### src/rtl/cop_dec_pkg.sv
package cop_dec_pkg;

    localparam int INSN_W  = 32;
    localparam int OPC_W   = 6;
    localparam int NCOP    = 4;
    localparam int COPN_W  = $clog2(NCOP);
    localparam int CODE_W  = 4;
    localparam int FUNCT_W = 6;
    localparam int CLASS_W = 4;

    typedef enum logic [CLASS_W-1:0] {
        OPC_NONE        = 4'd0,
        OPC_MOVE_FROM   = 4'd1,
        OPC_CTRL_FROM   = 4'd2,
        OPC_MOVE_TO     = 4'd3,
        OPC_CTRL_TO     = 4'd4,
        OPC_BRANCH_COND = 4'd5,
        OPC_RET_EXC     = 4'd6,
        OPC_LOAD_TO     = 4'd7,
        OPC_STORE_FROM  = 4'd8,
        OPC_UNIMPL      = 4'd9
    } cop_class_e;

    typedef enum logic [1:0] {
        FAM_NONE  = 2'd0,
        FAM_CMD   = 2'd1,
        FAM_LOAD  = 2'd2,
        FAM_STORE = 2'd3
    } cop_family_e;

    typedef struct packed {
        cop_family_e         fam;
        logic [COPN_W-1:0]   num;
        logic                cmd_sel;
        logic [CODE_W-1:0]   common_code;
        logic [FUNCT_W-1:0]  funct;
    } cop_fields_t;

    localparam logic [3:0]         GRP_CMD    = 4'b0100;
    localparam logic [3:0]         GRP_LOAD   = 4'b1100;
    localparam logic [3:0]         GRP_STORE  = 4'b1110;
    localparam logic [FUNCT_W-1:0] FUNCT_RFE  = 6'h10;

endpackage

### src/rtl/cop_field_split.sv
module cop_field_split
    import cop_dec_pkg::*;
(
    input  logic [INSN_W-1:0] instr_i,
    output cop_fields_t       fields_o
);
    logic [OPC_W-1:0] opc;
    logic             unused_mid;

    assign opc        = instr_i[INSN_W-1 -: OPC_W];
    assign unused_mid = ^instr_i[20:6];

    always_comb begin
        fields_o             = '0;
        fields_o.num         = opc[COPN_W-1:0];
        fields_o.cmd_sel     = instr_i[25];
        fields_o.common_code = instr_i[24:21];
        fields_o.funct       = instr_i[FUNCT_W-1:0];
        unique case (opc[OPC_W-1:COPN_W])
            GRP_CMD:   fields_o.fam = FAM_CMD;
            GRP_LOAD:  fields_o.fam = FAM_LOAD;
            GRP_STORE: fields_o.fam = FAM_STORE;
            default:   fields_o.fam = FAM_NONE;
        endcase
    end
endmodule

### src/rtl/cop_class_decode.sv
module cop_class_decode
    import cop_dec_pkg::*;
(
    input  cop_fields_t fields_i,
    output cop_class_e  class_o,
    output logic        unimpl_o
);
    cop_class_e common_cls;
    logic       common_unimpl;
    cop_class_e own_cls;
    logic       own_unimpl;

    always_comb begin
        common_unimpl = 1'b0;
        unique case (fields_i.common_code)
            4'b0000: common_cls = OPC_MOVE_FROM;
            4'b0010: common_cls = OPC_CTRL_FROM;
            4'b0100: common_cls = OPC_MOVE_TO;
            4'b0110: common_cls = OPC_CTRL_TO;
            4'b1000: begin
                common_cls    = OPC_BRANCH_COND;
                common_unimpl = 1'b1;
            end
            default: begin
                common_cls    = OPC_UNIMPL;
                common_unimpl = 1'b1;
            end
        endcase
    end

    always_comb begin
        if (fields_i.num == '0 && fields_i.funct == FUNCT_RFE) begin
            own_cls    = OPC_RET_EXC;
            own_unimpl = 1'b0;
        end else begin
            own_cls    = OPC_UNIMPL;
            own_unimpl = 1'b1;
        end
    end

    always_comb begin
        unique case (fields_i.fam)
            FAM_CMD: begin
                class_o  = fields_i.cmd_sel ? own_cls : common_cls;
                unimpl_o = fields_i.cmd_sel ? own_unimpl : common_unimpl;
            end
            FAM_LOAD: begin
                class_o  = OPC_LOAD_TO;
                unimpl_o = 1'b0;
            end
            FAM_STORE: begin
                class_o  = OPC_STORE_FROM;
                unimpl_o = 1'b0;
            end
            default: begin
                class_o  = OPC_NONE;
                unimpl_o = 1'b0;
            end
        endcase
    end
endmodule

### src/rtl/cop_access_gate.sv
module cop_access_gate #(
    parameter int               N_COP       = 4,
    parameter logic [N_COP-1:0] ABSENT_MASK = 4'b1010,
    localparam int              SEL_W       = $clog2(N_COP)
) (
    input  logic             valid_i,
    input  logic [SEL_W-1:0] num_i,
    input  logic             user_mode_i,
    input  logic [N_COP-1:0] usable_i,
    output logic             trap_o
);
    logic [N_COP-1:0] lane_trap;

    for (genvar g = 0; g < N_COP; g++) begin : g_lane
        if (ABSENT_MASK[g]) begin : g_absent
            assign lane_trap[g] = 1'b1;
            logic unused_bit;
            assign unused_bit = usable_i[g];
        end else begin : g_present
            assign lane_trap[g] = user_mode_i & ~usable_i[g];
        end
    end

    assign trap_o = valid_i & lane_trap[num_i];
endmodule

### src/rtl/cop_decode_unit.sv
module cop_decode_unit
    import cop_dec_pkg::*;
(
    input  logic [31:0] instr_i,
    input  logic        user_mode_i,
    input  logic [3:0]  cop_usable_i,
    output logic        is_cop_o,
    output logic [1:0]  cop_num_o,
    output logic [3:0]  op_class_o,
    output logic        unusable_o,
    output logic [1:0]  unusable_num_o,
    output logic        unimpl_o
);
    cop_fields_t fields;
    cop_class_e  cls;
    logic        cls_unimpl;
    logic        hit;
    logic        trap;

    cop_field_split u_split (
        .instr_i  (instr_i),
        .fields_o (fields)
    );

    cop_class_decode u_class (
        .fields_i (fields),
        .class_o  (cls),
        .unimpl_o (cls_unimpl)
    );

    assign hit = (fields.fam != FAM_NONE);

    cop_access_gate #(
        .N_COP       (NCOP),
        .ABSENT_MASK (4'b1010)
    ) u_gate (
        .valid_i     (hit),
        .num_i       (fields.num),
        .user_mode_i (user_mode_i),
        .usable_i    (cop_usable_i),
        .trap_o      (trap)
    );

    assign is_cop_o       = hit;
    assign cop_num_o      = hit ? fields.num : '0;
    assign op_class_o     = cls;
    assign unusable_o     = trap;
    assign unusable_num_o = trap ? fields.num : '0;
    assign unimpl_o       = cls_unimpl & ~trap;
endmodule

### config.mk
export PLATFORM = sky130hd
export DESIGN_NAME = cop_decode_unit
export DESIGN_NICKNAME = d
export VERILOG_FILES = /design/src/rtl/cop_dec_pkg.sv /design/src/rtl/cop_field_split.sv /design/src/rtl/cop_class_decode.sv /design/src/rtl/cop_access_gate.sv /design/src/rtl/cop_decode_unit.sv
export SDC_FILE = /design/constraint.sdc
export NUM_CORES = 1
export LEC_CHECK = 0
export BUFFER_PORTS_ARGS = -buffer_cell sky130_fd_sc_hd__buf_2
export CAP_MARGIN = 10
export CELL_PAD_IN_SITES_DETAIL_PLACEMENT = 0
export CELL_PAD_IN_SITES_GLOBAL_PLACEMENT = 1
export CORE_MARGIN = 2
export CORE_UTILIZATION = 14
export DETAILED_ROUTE_END_ITERATION = 16
export PLACE_DENSITY = 0.89
export SLEW_MARGIN = 20
export SYNTH_ARGS = -nofsm -noshare
export SYNTH_HDL_FRONTEND = slang
export SYNTH_SLANG_ARGS = --single-unit
### constraint.sdc
create_clock -name vclk -period 2.5
set_clock_uncertainty 0.1 [all_clocks]
set_input_delay 0.125 -clock vclk [all_inputs]
set_output_delay 0.125 -clock vclk [all_outputs]
set_load 0.02 [all_outputs]
==> Word level (Yosys, flattened, before mapping) <==
Index checks and enable logic that the tools add are counted.
{ "classes": {"n_lt_le_gt_ge": 1, "eq_ne": 11, "n_mux": 13, "n_bitwise": 7, "reduce_logical": 5} }
{ "ops": {"columns": ["op", "count"], "rows": [
  ["one-hot mux 4 bit (5 select lines)", 1],
  ["== test 4 x 3 -> 1 bit, second input constant", 3],
  ["== test 4 bit, second input constant", 3],
  ["one-hot mux 4 bit (3 select lines)", 1],
  ["2-to-1 mux 4 bit", 2],
  ["== test 6 x 5 -> 1 bit, second input constant", 1],
  ["one-hot mux 2 bit (3 select lines)", 1],
  ["2-to-1 mux 1 bit", 5],
  ["bitwise AND 1 bit", 4],
  ["== test 2 bit, second input constant", 2],
  ["== test 4 x 2 -> 1 bit, second input constant", 1],
  ["zero test 4 bit", 1],
  ["2-to-1 mux 2 bit", 2],
  ["OR reduction 4 bit", 1],
  ["< comparator 2 x 3 -> 1 bit, second input constant", 1],
  ["NOT 1 bit", 3],
  ["binary-select mux 1 bit (select 2 bit)", 1],
  ["== test 2 x 1 -> 1 bit, second input constant", 1],
  ["zero test 2 bit", 1],
  ["nonzero test 2 bit", 1],
  ["logical AND 1 bit", 1]
]} }
{ "word_totals": {"register_bits": 0, "inputBits": 37, "out_inout_bits": 11, "word_cells": 37} }

==> Logic depth before layout (Yosys ltp) <==
Gate-level depths: netlist (run 1).
{ "logic_depth": {"ltp_word": 7, "mapped_depth": 4, "depth_no_buf": 4} }

==> By module <==
From an unflattened synthesis (run 1), not the netlist that was laid out.
{ "unflattened": {"cells_unflattened": 49, "hier_area_um2": 367.9} }
{ "by_module_without_submodules": {"columns": ["module", "instances", "cells_each", "area_per_inst_um2", "seq_area_each_um2"], "rows": [
  ["cop_class_decode", 1, 23, 167.7, 0.0],
  ["cop_field_split", 1, 16, 128.9, 0.0],
  ["cop_decode_unit", 1, 6, 40.0, 0.0],
  ["cop_access_gate", 1, 4, 31.3, 0.0]
]} }

==> Least setup slack after synthesis (run 1) <==
No wires, ideal clock.
{ "synth_path": {"path_kind": "input-to-output", "startpoint": "in instr_i[28]", "endpoint": "out unusable_num_o[1]", "t_arrival_ps": 1220, "required_ps": 2275, "slack_ps": 1055, "cell_stages": 4, "path_buffers": 0, "cell_sequence": "nand2b_1 -> a21oi_2 -> nor2b_2 -> and2_1"} }
{ "synth_via": {"elab_chain_cells": 5, "elab_cells_between_ends": 7, "classes_between": "eq/ne: 3; mux: 2; bitwise: 1; reduce/logical: 1"} }
{ "synth_lines": {"columns": ["element", "line", "rtl"], "rows": [
  ["start: declaration", "cop_decode_unit.sv:4", "input logic [31:0] instr_i,"],
  ["== test 4 bit / == test 4 x 3 -> 1 bit (equally long branches)", "cop_field_split.sv:19", "unique case (opc[OPC_W-1:COPN_W])"],
  ["one-hot mux 2 bit (3 select lines) (*)", "cop_field_split.sv:19", null],
  ["nonzero test 2 bit (*)", "cop_decode_unit.sv:31", "assign hit = (fields.fam != FAM_NONE);"],
  ["net is_cop_o", "cop_decode_unit.sv:7", "output logic is_cop_o,"],
  ["bitwise AND 1 bit (*)", "cop_access_gate.sv:24", "assign trap_o = valid_i & lane_trap[num_i];"],
  ["net unusable_o", "cop_decode_unit.sv:10", "output logic unusable_o,"],
  ["2-to-1 mux 2 bit (*)", "cop_decode_unit.sv:48", "assign unusable_num_o = trap ? fields.num : '0;"],
  ["end: declaration", "cop_decode_unit.sv:11", "output logic [1:0] unusable_num_o,"]
]} }
Mark *: on every way through the listed nets, which the timed path passes. The rest lies on a longest branch.

==> Worst setup path in the final report (run 1) <==
{ "layout_path": {"startpoint": "in instr_i[27]", "endpoint": "out op_class_o[2]"} }
{ "layout_via": {"elab_chain_cells": 5} }
{ "layout_lines": {"columns": ["element", "line", "rtl"], "rows": [
  ["zero test 2 bit", "cop_class_decode.sv:32", "if (fields_i.num == '0 && fields_i.funct == FUNCT_RFE) begin"],
  ["logical AND 1 bit", "cop_class_decode.sv:32", null],
  ["2-to-1 mux 4 bit", "cop_class_decode.sv:32", null],
  ["2-to-1 mux 4 bit", "cop_class_decode.sv:44", "class_o = fields_i.cmd_sel ? own_cls : common_cls;"],
  ["one-hot mux 4 bit (3 select lines)", "cop_class_decode.sv:42", "unique case (fields_i.fam)"],
  ["end: declaration", "cop_decode_unit.sv:9", "output logic [3:0] op_class_o,"]
]} }
Every way passes these cells.

==> impl.org, run 1 <==
** GRT
- Entering global routing, the biggest net connects 9 pins.
- The first global-routing pass estimated 1150 um of wire.
- The number of global-route vias before repair was 279.
- Total GRT Usage :: 0.0714
- The initial antenna violation count was 0.
- Total congestion overflow after global routing :: 0

** Setup path
- STA puts the critical path data required time at 2.28 ns.
- Worst path max stage delay :: 0.27 ns
- Critical setup path kind :: input port to primary output
- Type of destination of the critical path :: primary output
- STA classifies the critical path startpoint as an input port.
- Tracing the worst setup path back leads to its startpoint at instr_i[27].
- Traced cell by cell, the critical path runs through buf_2 -> nor4_1 -> and4b_1 -> nand3b_1 -> o311a_1 -> buf_2.
- Most frequent cell on the critical path :: sky130_fd_sc_hd__buf_2
- For this design, the slowest cell found on the critical path is sky130_fd_sc_hd__nor4_1.
- Of all nets on the critical path, the largest fanout is 4.
- Arrival time at the worst endpoint :: 1.25 ns

** Yosys
- For this run, the number of Yosys warnings is 0.
- In the synthesized netlist, the number of instances is 35.
- Of the synthesized area, sequential elements account for 0.
- Cell taking the most area after synthesis :: sky130_fd_sc_hd__o311a_1
- Counting distinct cell types in the post-synthesis netlist gives 24.
- Most common library cells after synthesis :: sky130_fd_sc_hd__nor2_1, sky130_fd_sc_hd__a21oi_1, sky130_fd_sc_hd__and2_1, sky130_fd_sc_hd__nand2_1
- In this run the mean area of a mapped cell was 6.58 sq um.
- Count leader, synth :: sky130_fd_sc_hd__nor2_1
- Of the total synthesized cell area, the portion taken by full adders, half adders and majority gates is 0.
- Main combinational cell family by area after synthesis :: simple AND/OR/NAND/NOR gates
- Multiplexer share of the synthesized area :: 0.0435
- Of the total synthesized cell area, the portion taken by XOR and XNOR cells is 0.0380.
- Synth Area in Simple Gates :: 0.522
- The share of synthesized area in the top cell type comes to 0.0870.
- Post-synthesis instance area :: 230 sq um
- Main area contributors after synthesis :: sky130_fd_sc_hd__o311a_1, sky130_fd_sc_hd__and2_1, sky130_fd_sc_hd__a21oi_1
- Post-synthesis compound-gate area fraction :: 0.359
- Counting every net in the synthesized netlist gives 72.

** STA
- Worst Tran Pin Value :: 0.388 ns
- Highest attainable clock frequency :: 676 MHz
- Total count of max-transition violations in the final report :: 0
- Dividing the final minimum period by the clock period gives 0.592.
- Setup slack closes at 1.02 ns.
- Setup repair after global routing left no endpoint under its margin.
- Final setup vio count :: 0
- After layout, the minimum clock period comes to 1.48 ns.
- The worst pin sits at a relative slew slack of 0.735.
- In the final timing run, aggregate negative setup slack is 0 ns.
- Final hold vios :: 0

** Detailed routing
- Final routed wirelength across all metal layers :: 758 um
- Number of DRC markers in iteration 0 :: 3
- Number of nets with antenna violations after routing :: 0
- Number of vias per cell :: 4.53
- Number of detailed-route iterations in the first pass :: 4
- The routed layout has 367 vias.
- For this run, design rule violations remaining after detail routing come to 0.
- Average routed wire per standard cell :: 9.36 um

** Placement
- Placed instance area :: 400 sq um
- At the placement stage, the worst setup path has a slack of 1.01 ns.
- Routability-driven placement congestion ratio :: 0.696
- Count of buffers inserted at the top-level ports :: 31

** Floorplan
- Starting density of the core :: 0.151
- Core outline area :: 1520 sq um
- Floorplan die height :: 44.6 um
- The floorplan step defined a die boundary enclosing 1980 sq um.
- The die is 44.6 um wide.
- Total I/O pin count :: 48
- The initialized floorplan defines 14 standard-cell rows.

** Pwr
- Sw power :: 0.0311 mW
- Of the total power, combinational logic draws 1.000.
- Clock network power share :: 0
- The share of total power dissipated in sequential elements is 0.
- Design internal power :: 0.0256 mW
- Power per cell area :: 142 nW/um^2
- Leakage Power :: 0.212 nW
- Worst IR drop on VDD :: 0.0355 mV
- Sw frac :: 0.549
- Overall power after layout :: 0.0567 mW

** Hold path
- The startpoint identified for the worst hold timing path is instr_i[29].
- Worst Hold Class :: input port to primary output

** Finish
- Area of all sequential standard cells :: 0 sq um
- There are 0 flip-flops and latches.
- Area growth from synthesis to final layout :: 73.9%
- The number of antenna diodes in the final layout is 0.
- Final standard cell area without fillers :: 400 sq um
- In the finished layout, the clock tree contains a buffer count of 0.
- Fraction of layout cells with a size suffix above 1 :: 0.538
- The net count of the finished layout is 104.

** Run
- MaxCap Viol Count :: 0

** Outcome
- Outcome :: complete, no violations

** Clocking
- Post-CTS repair changed the size of 0 cells.
- Buffers added to address setup during post-CTS repair amount to 0.
- Quantity of hold-fixing buffers added after cts :: 0
==> critical path: cells and delay by family <==
kind | cells | cell delay, ns
AND/OR/NAND/NOR | 3 | 0.69
buffers and inverters | 2 | 0.28
AO/OA/AOI/OAI | 1 | 0.17
==> final timing paths <==
kind / to / slack [ns] / cells after the start
setup / recovery: op_class_o[2] / 1.02 / 6
hold / removal: is_cop_o / 0.49 / 3
==> routing by layer <==
layer / routed length [um] / share of wire / global-route usage
met5: 0 / 0 / 0
met4: 0 / 0 / 0
met3: 61 / 0.080 / 0.00408
met2: 326 / 0.43 / 0.125
met1: 370 / 0.49 / 0.101
==> layout make-up <==
type | count | area (sq um)
fillers | 175 | 1120
inverters | 1 | 3.75
multi-input cells | 33 | 221
well taps | 16 | 20.0
repair buffers | 31 | 155
==> logic make-up after synthesis <==
family / Yosys count
muxes: 1
buffers and inverters: 2
xor gates and xnor gates: 1
AOI/OAI and AO/OA: 11
and+or+nand+nor: 20
==> per-stage QoR <==
step | util | std cells | hold slack (ns)
3_5_place_dp | 0.263 | 81 | 0.497
3_3_place_gp | 0.263 | 81 | 0.493
6_report | 0.263 | 81 | 0.493
4_1_cts | 0.263 | 81 | 0.497
5_1_grt | 0.263 | 81 | 0.515
2_1_floorplan | - | 35 | 0.235
==> cells in the final DEF (no fill, tap or decap), types with 2 or more instances in the layout <==
| cell | n |
|---|---|
| sky130_fd_sc_hd__nand2_1 | 3 |
| sky130_fd_sc_hd__o311a_1 | 2 |
| sky130_fd_sc_hd__buf_2 | 31 |
| sky130_fd_sc_hd__nor2_1 | 4 |
| sky130_fd_sc_hd__a21oi_1 | 3 |
| sky130_fd_sc_hd__and2_1 | 3 |
| sky130_fd_sc_hd__nand3b_1 | 2 |
==> power groups by stage <==
stage | combinational (mW) | sequential (mW) | clock, mW
2_1_floorplan | 0.0282 | 0 | 0
3_3_place_gp | 0.0560 | 0 | 0
3_5_place_dp | 0.0570 | 0 | 0
4_1_cts | 0.0572 | 0 | 0
5_1_grt | 0.0629 | 0 | 0
6_report | 0.0567 | 0 | 0
Power figures use the tool's default switching activity.
==> run 2: changes to the inputs <==
CORE_UTILIZATION = 13   (was 14)
PLACE_DENSITY = 0.84   (was 0.89)
clock period = 1.4 ns   (was 2.5 ns; I/O delays follow)
==> impl.org, run 2 (synthesis gave the netlist of run 1 again) <==
** Pwr
- Clock network power share :: 0 (unchanged)
- The standby leakage power came to 0.229 nW (+8.4%).
- The peak ir drop on the vdd network is 0.0679 mV (+91%).
- The total internal power is 0.0552 mW (+120%).
- Sw frac :: 0.523 (-0.0261)
- Power per cell area :: 255 nW/um^2 (+80%)
- The share of total power in sequential cells is 0 (unchanged).
- Sw power :: 0.0606 mW (+94%)
- The proportion of power drawn by combinational gates was 1.000 (about the same).

** Placement
- The total instance count after detailed placement is 84 (+3.7%).
- Count of buffers inserted at the top-level ports :: 31 (unchanged)
- The placer's final routability congestion estimate came to 0.644 (-7.5%).
- Placed instance area :: 417 sq um (+4.1%)
- The worst slack at placement came to 0.0533 ns (-0.953 ns).

** Clocking
- Quantity of hold-fixing buffers added after cts :: 0 (unchanged)

** Finish
- Final-layout clock buffer total :: 0 (unchanged)
- Area growth from synthesis to final layout :: 97.3%
- Fin cells :: 84 (+3.7%)
- The library cell used most frequently in the layout, excluding fill and tap cells, is sky130_fd_sc_hd__buf_2.
- Share of the core filled with cells :: 0.269 (+0.00616)
- Fill cell instance count of the final layout :: 199 (+14%)
- Antenna cell count :: 0 (unchanged)
- Sequential cell count :: 0 (unchanged)
- The post-route cell area is 454 sq um (+13%).
- The final net count is 106 (+1.9%).
- Area of all sequential standard cells :: 0 sq um (unchanged)
- Most frequent cells in the layout :: sky130_fd_sc_hd__buf_2, sky130_fd_sc_hd__nor2_1
- The share of final-layout standard cells stronger than drive strength 1 came to 0.567 (+0.0287).

** Setup path
- The worst setup path is captured at a primary output.
- The worst setup path is of the input port to primary output kind.
- The required time of the critical path came to 1.23 ns (-1.05 ns).
- CP startpoint :: instr_i[0]
- The endpoint arrival time on the critical path was 1.10 ns (-0.15 ns).
- Crit path cell chain :: buf_6 -> nor4_4 -> and4b_1 -> nand3b_1 -> o311a_1 -> buf_4
- Largest fanout on the critical path :: 3 (-1)
- Worst path max stage delay :: 0.26 ns (about the same)
- The worst setup path is launched from an input port.
- Slowest cell on the critical path :: sky130_fd_sc_hd__and4b_1

** STA
- The total count of hold-check failures in the final report came to 0 (unchanged).
- Total count of max-transition violations in the final report :: 0 (unchanged)
- Worst hold slack across all endpoints :: 0.386 ns (-0.107 ns)
- For this run, the top clock speed supported by timing is 785 MHz.
- In the finished design, the share of the clock period the worst path needs comes to 0.910.
- Setup repair after global routing could not meet its margin everywhere.
- Minimum clock period after layout :: 1.27 ns
- Post-route worst setup slack :: 0.126 ns (-0.895 ns)
- The final number of setup-violating endpoints came to 0 (unchanged).
- Relative max-transition margin :: 0.776 (+0.0409)
- The measured slew at the worst slew-check pin is 0.335 ns (-0.0522 ns).

** Detailed routing
- Number of DRC markers in iteration 0 :: 3 (unchanged)
- Number of nets with antenna violations after routing :: 0 (unchanged)
- The count of TritonRoute iterations in the first routing pass came to 3 (-1).
- The total wire length after detailed routing is 802 um (+5.8%).
- Average routed wire per standard cell :: 9.55 um (+2.0%)
- Total number of vias :: 384 (+4.6%)
- Total DRC errors in the routed layout :: 0 (unchanged)
- Number of vias per cell :: 4.57 (+0.90%)

** Outcome
- The run finished with clean final reports.

** Floorplan
- The count of boundary I/O pins came to 48 (unchanged).
- Die W :: 46.1 um (+3.4%)
- Floorplan die height :: 46.1 um (+3.4%)
- Core outline area :: 1690 sq um (+11%)
- Starting density of the core :: 0.136 (-0.0148)
- Placement Rows :: 15 (+1)
- Area of the die :: 2120 sq um (+7.0%)

** GRT
- The overflow left after global routing is 0 (unchanged).
- Via count of the first global-routing pass :: 324 (+16%)
- Total GRT Usage :: 0.0757 (+0.00433)
- The wire length of the first global-routing pass was 1280 um (+11%).
- Initial antenna violation count :: 0 (unchanged)
- The maximum number of pins on one net before global-route repair came to 9 (unchanged).

** Hold path
- The min-delay analysis places its worst path in the category input port to primary output.
- The startpoint identified for the worst hold timing path is instr_i[26].

** Run
- MaxCap Viol Count :: 0 (unchanged)
[run 2: changes by cell type in the layout (fill, tap and decap cells not counted)]
cell | previous run | this run
sky130_fd_sc_hd__nor4_4 | 0 | 1
sky130_fd_sc_hd__a2111oi_0 | 1 | 0
sky130_fd_sc_hd__a2111oi_1 | 0 | 1
sky130_fd_sc_hd__buf_2 | 31 | 27
sky130_fd_sc_hd__nor4_1 | 1 | 0
sky130_fd_sc_hd__buf_4 | 0 | 3
sky130_fd_sc_hd__buf_6 | 0 | 3
[run 2: stage by stage]
stage / TNS [ns] / power, mW
final: 0 / 0.116
after global routing: -0.000130 / 0.129
after CTS: 0 / 0.106
after detailed placement: 0 / 0.106
after global placement: 0 / 0.104
after floorplan: 0 / 0.0504
[run 2: layout make-up]
cell class	count	area, sq um	area share
multi-input combinational	33	238	0.523
tap	17	21.3	0.0468
inverter	1	3.75	0.00826
timing repair buffer	33	191	0.421
[run 2: repair_timing]
action                                  in CTS  in global routing
resized for setup                            0                  9
setup buffers                                0                  0
endpoints found under the setup margin       0                  5
[run 2: worst paths after layout]
| check | slack (ns) | endpoint | cells after the start |
|---|---|---|---|
| hold / removal | 0.39 | unusable_num_o[0] | 3 |
| setup / recovery | 0.13 | op_class_o[2] | 6 |
[run 2: routing by layer]
layer  part of all wire  up-vias  global-route usage
li1                   -      201                   -
met1               0.40      163               0.100
met2               0.51       20               0.142
met3              0.090        0             0.00392
met4                  0        0                   0
met5                  0        -                   0
[run 2: power by group through the flow]
stage                     Sequential, mW  Combinational (mW)  Clock (mW)
after global routing                   0               0.129           0
after global placement                 0               0.104           0
after floorplan                        0              0.0504           0
after detailed placement               0               0.106           0
after CTS                              0               0.106           0
final                                  0               0.116           0
[run 2: worst max-delay path: cells and delay by family]
family / cells / cell delay (ns)
AND/OR/NAND/NOR: 3 / 0.63
buffers and inverters: 2 / 0.22
AO/OA/AOI/OAI: 1 / 0.17
==> run 3: changes to the inputs <==
==> constraint.sdc (replaced) <==
create_clock -name vclk -period 1.4
set_clock_uncertainty 0.1 [all_clocks]
set_input_delay 0.21 -clock vclk [all_inputs]
set_output_delay 0.21 -clock vclk [all_outputs]
set_load 0.02 [all_outputs]
==> impl.org, run 3 (synthesis gave the netlist of run 1 again) <==
** Pwr
- The standby leakage power came to 0.279 nW (+22%).
- The total power per unit cell area came to 264 nW/um^2 (+3.7%).
- The peak ir drop on the vdd network was 0.0950 mV (+40%).

** Finish
- The final standard cell count with taps included and fillers excluded was 91 (+8.3%).
- The count of flip-flops and latches came to 0 (unchanged).
- Area growth from synthesis to final layout :: 145%
- The final net count was 113 (+6.6%).
- The area used by sequential logic in the layout came to 0 sq um (unchanged).
- Share of the core filled with cells :: 0.333 (+0.0644)
- Final standard cell area without fillers :: 563 sq um (+24%)
- Most frequent cells in the layout :: sky130_fd_sc_hd__buf_2, sky130_fd_sc_hd__buf_4, sky130_fd_sc_hd__buf_6
- The share of final-layout standard cells stronger than drive strength 1 was 0.689 (+0.122).
- Antenna cell count :: 0 (unchanged)
- The layout clock buffer count was 0 (unchanged).
- Most common cell after layout, fill and taps aside :: sky130_fd_sc_hd__buf_2

** Detailed routing
- The total number of vias was 415 (+8.1%).
- Number of detailed-route iterations in the first pass :: 4 (+1)
- The number of vias per cell after detailed routing is 4.56 (-0.24%).
- The routed wire length per instance came to 10.4 um (+8.5%).
- Number of nets with antenna violations after routing :: 0 (unchanged)
- Final routed wirelength across all metal layers :: 943 um (+18%)
- The count of unresolved DRC violations after routing is 0 (unchanged).
- Number of DRC markers in iteration 0 :: 9 (+6)

** Floorplan
- Total I/O pin count :: 48 (unchanged)
- Floorplan die height :: 46.1 um (unchanged)
- The die width was 46.1 um (unchanged).
- Placement Rows :: 15 (unchanged)
- Core outline area :: 1690 sq um (unchanged)
- The initial core utilization came to 0.136 (unchanged).
- The floorplan die area was 2120 sq um (unchanged).

** STA
- The measured slew at the worst slew-check pin came to 0.302 ns (-0.0338 ns).
- Post-route worst setup slack :: -0.153 ns (-0.279 ns)
- The max-slew violation count was 0 (unchanged).
- Share of the clock period used by the worst path after layout :: 1.11 (+0.199)
- RSZ-0062 raised after global routing :: yes
- Final hold vios :: 0 (unchanged)
- Relative max-transition margin :: 0.796 (+0.0199)
- The fmax came to 644 MHz (-18%).
- The final number of setup-violating endpoints was 5 (+5).
- The minimum period implied by the final worst setup slack is 1.55 ns (+0.279 ns).

** GRT
- Initial antenna violation count :: 0 (unchanged)
- The met2 capacity usage during global routing is 0.167 (+0.0250).
- The number of global-route vias before repair is 345 (+6.5%).
- The maximum number of pins on one net before global-route repair was 8 (-1).
- Global-route wire length before repair :: 1360 um (+6.5%)
- Total congestion overflow after global routing :: 0 (unchanged)
- Most heavily used metal layer in global routing :: met2
- M1 GR Usage :: 0.100 (unchanged)
- Total GRT Usage :: 0.0821 (+0.00637)
- The met3 track demand over resource in global routing is 0 (-0.00392).

** Hold path
- Worst Hold Class :: input port to primary output
- HP Start :: instr_i[29]

** Placement
- The worst slack at placement was -0.223 ns (-0.276 ns).
- Placed instance area :: 489 sq um (+17%)
- Detailed placement ended at an HPWL of 765 um.
- Number of placed instances with taps included :: 91 (+8.3%)
- The placer's final routability congestion estimate was 0.632 (-1.9%).
- Count of buffers inserted at the top-level ports :: 31 (unchanged)

** Setup path
- WP data required :: 1.09 ns (-0.14 ns)
- STA classifies the critical path endpoint as a primary output.
- Most frequent cell on the critical path :: sky130_fd_sc_hd__buf_6
- The worst setup path is launched from an input port.
- The largest individual stage delay along the critical path comes from the cell sky130_fd_sc_hd__and4b_1.
- The endpoint arrival time on the critical path came to 1.24 ns (+0.14 ns).
- The largest fanout on the critical path came to 3 (unchanged).
- The maximum cell stage delay along the critical path came to 0.26 ns (about the same).
- By startpoint and endpoint, the worst setup path is classified as input port to primary output.
- Crit path cell chain :: buf_6 -> nor4_2 -> and4b_1 -> nand3b_1 -> o311a_1 -> buf_6
- CP startpoint :: instr_i[0]

** Run
- MaxCap Viol Count :: 0 (unchanged)

** Clocking
- Number of buffers inserted to repair setup after CTS :: 0 (unchanged)

** Outcome
- Outcome :: finished, violations left
- The final reports fail on negative setup slack.
-- run 3: where the power goes --
part / switching [mW] / internal, mW
Sequential: 0 / 0
Combinational: 0.0702 / 0.0787
Clock: 0 / 0
Total: 0.0702 / 0.0787
-- run 3: path summary, 6_finish.rpt --
check	to	slack, ns	depth (start not counted)
worst max-delay path	op_class_o[1]	-0.15	6
worst min-delay path	op_class_o[3]	0.72	4
-- run 3: routing by layer --
| metal | routed length [um] | up-vias |
|---|---|---|
| met2 | 492 | 25 |
| met3 | 93 | 0 |
| met4 | 0 | 0 |
| met5 | 0 | - |
| li1 | - | 213 |
| met1 | 356 | 177 |
-- run 3: cell type report --
class / instances / area (sq um)
Fill cell: 188 / 1130
Inverter: 1 / 3.75
Multi-Input combinational cell: 33 / 269
Tap cell: 17 / 21.3
Timing Repair Buffer: 40 / 269
-- run 3: critical path, delay by kind of cell --
family          cells  cell delay [ns]
buf+inv             2             0.21
simple gates        3             0.63
compound gates      1             0.19
-- run 3: metrics by stage --
step	setup TNS, ns	hold WS, ns	power, mW
floorplan	-0.0541	0.381	0.0554
global placement	-0.864	0.708	0.125
detailed placement	-1.00	0.714	0.126
CTS	-0.596	0.723	0.146
global route	-0.950	0.745	0.160
finish	-0.561	0.717	0.149
-- run 3: timing repair --
action	in CTS	in global routing
pin swaps	7	2
hold buffers	0	0
cloned	0	0
resized for setup	18	2
endpoints found under the setup margin	6	6
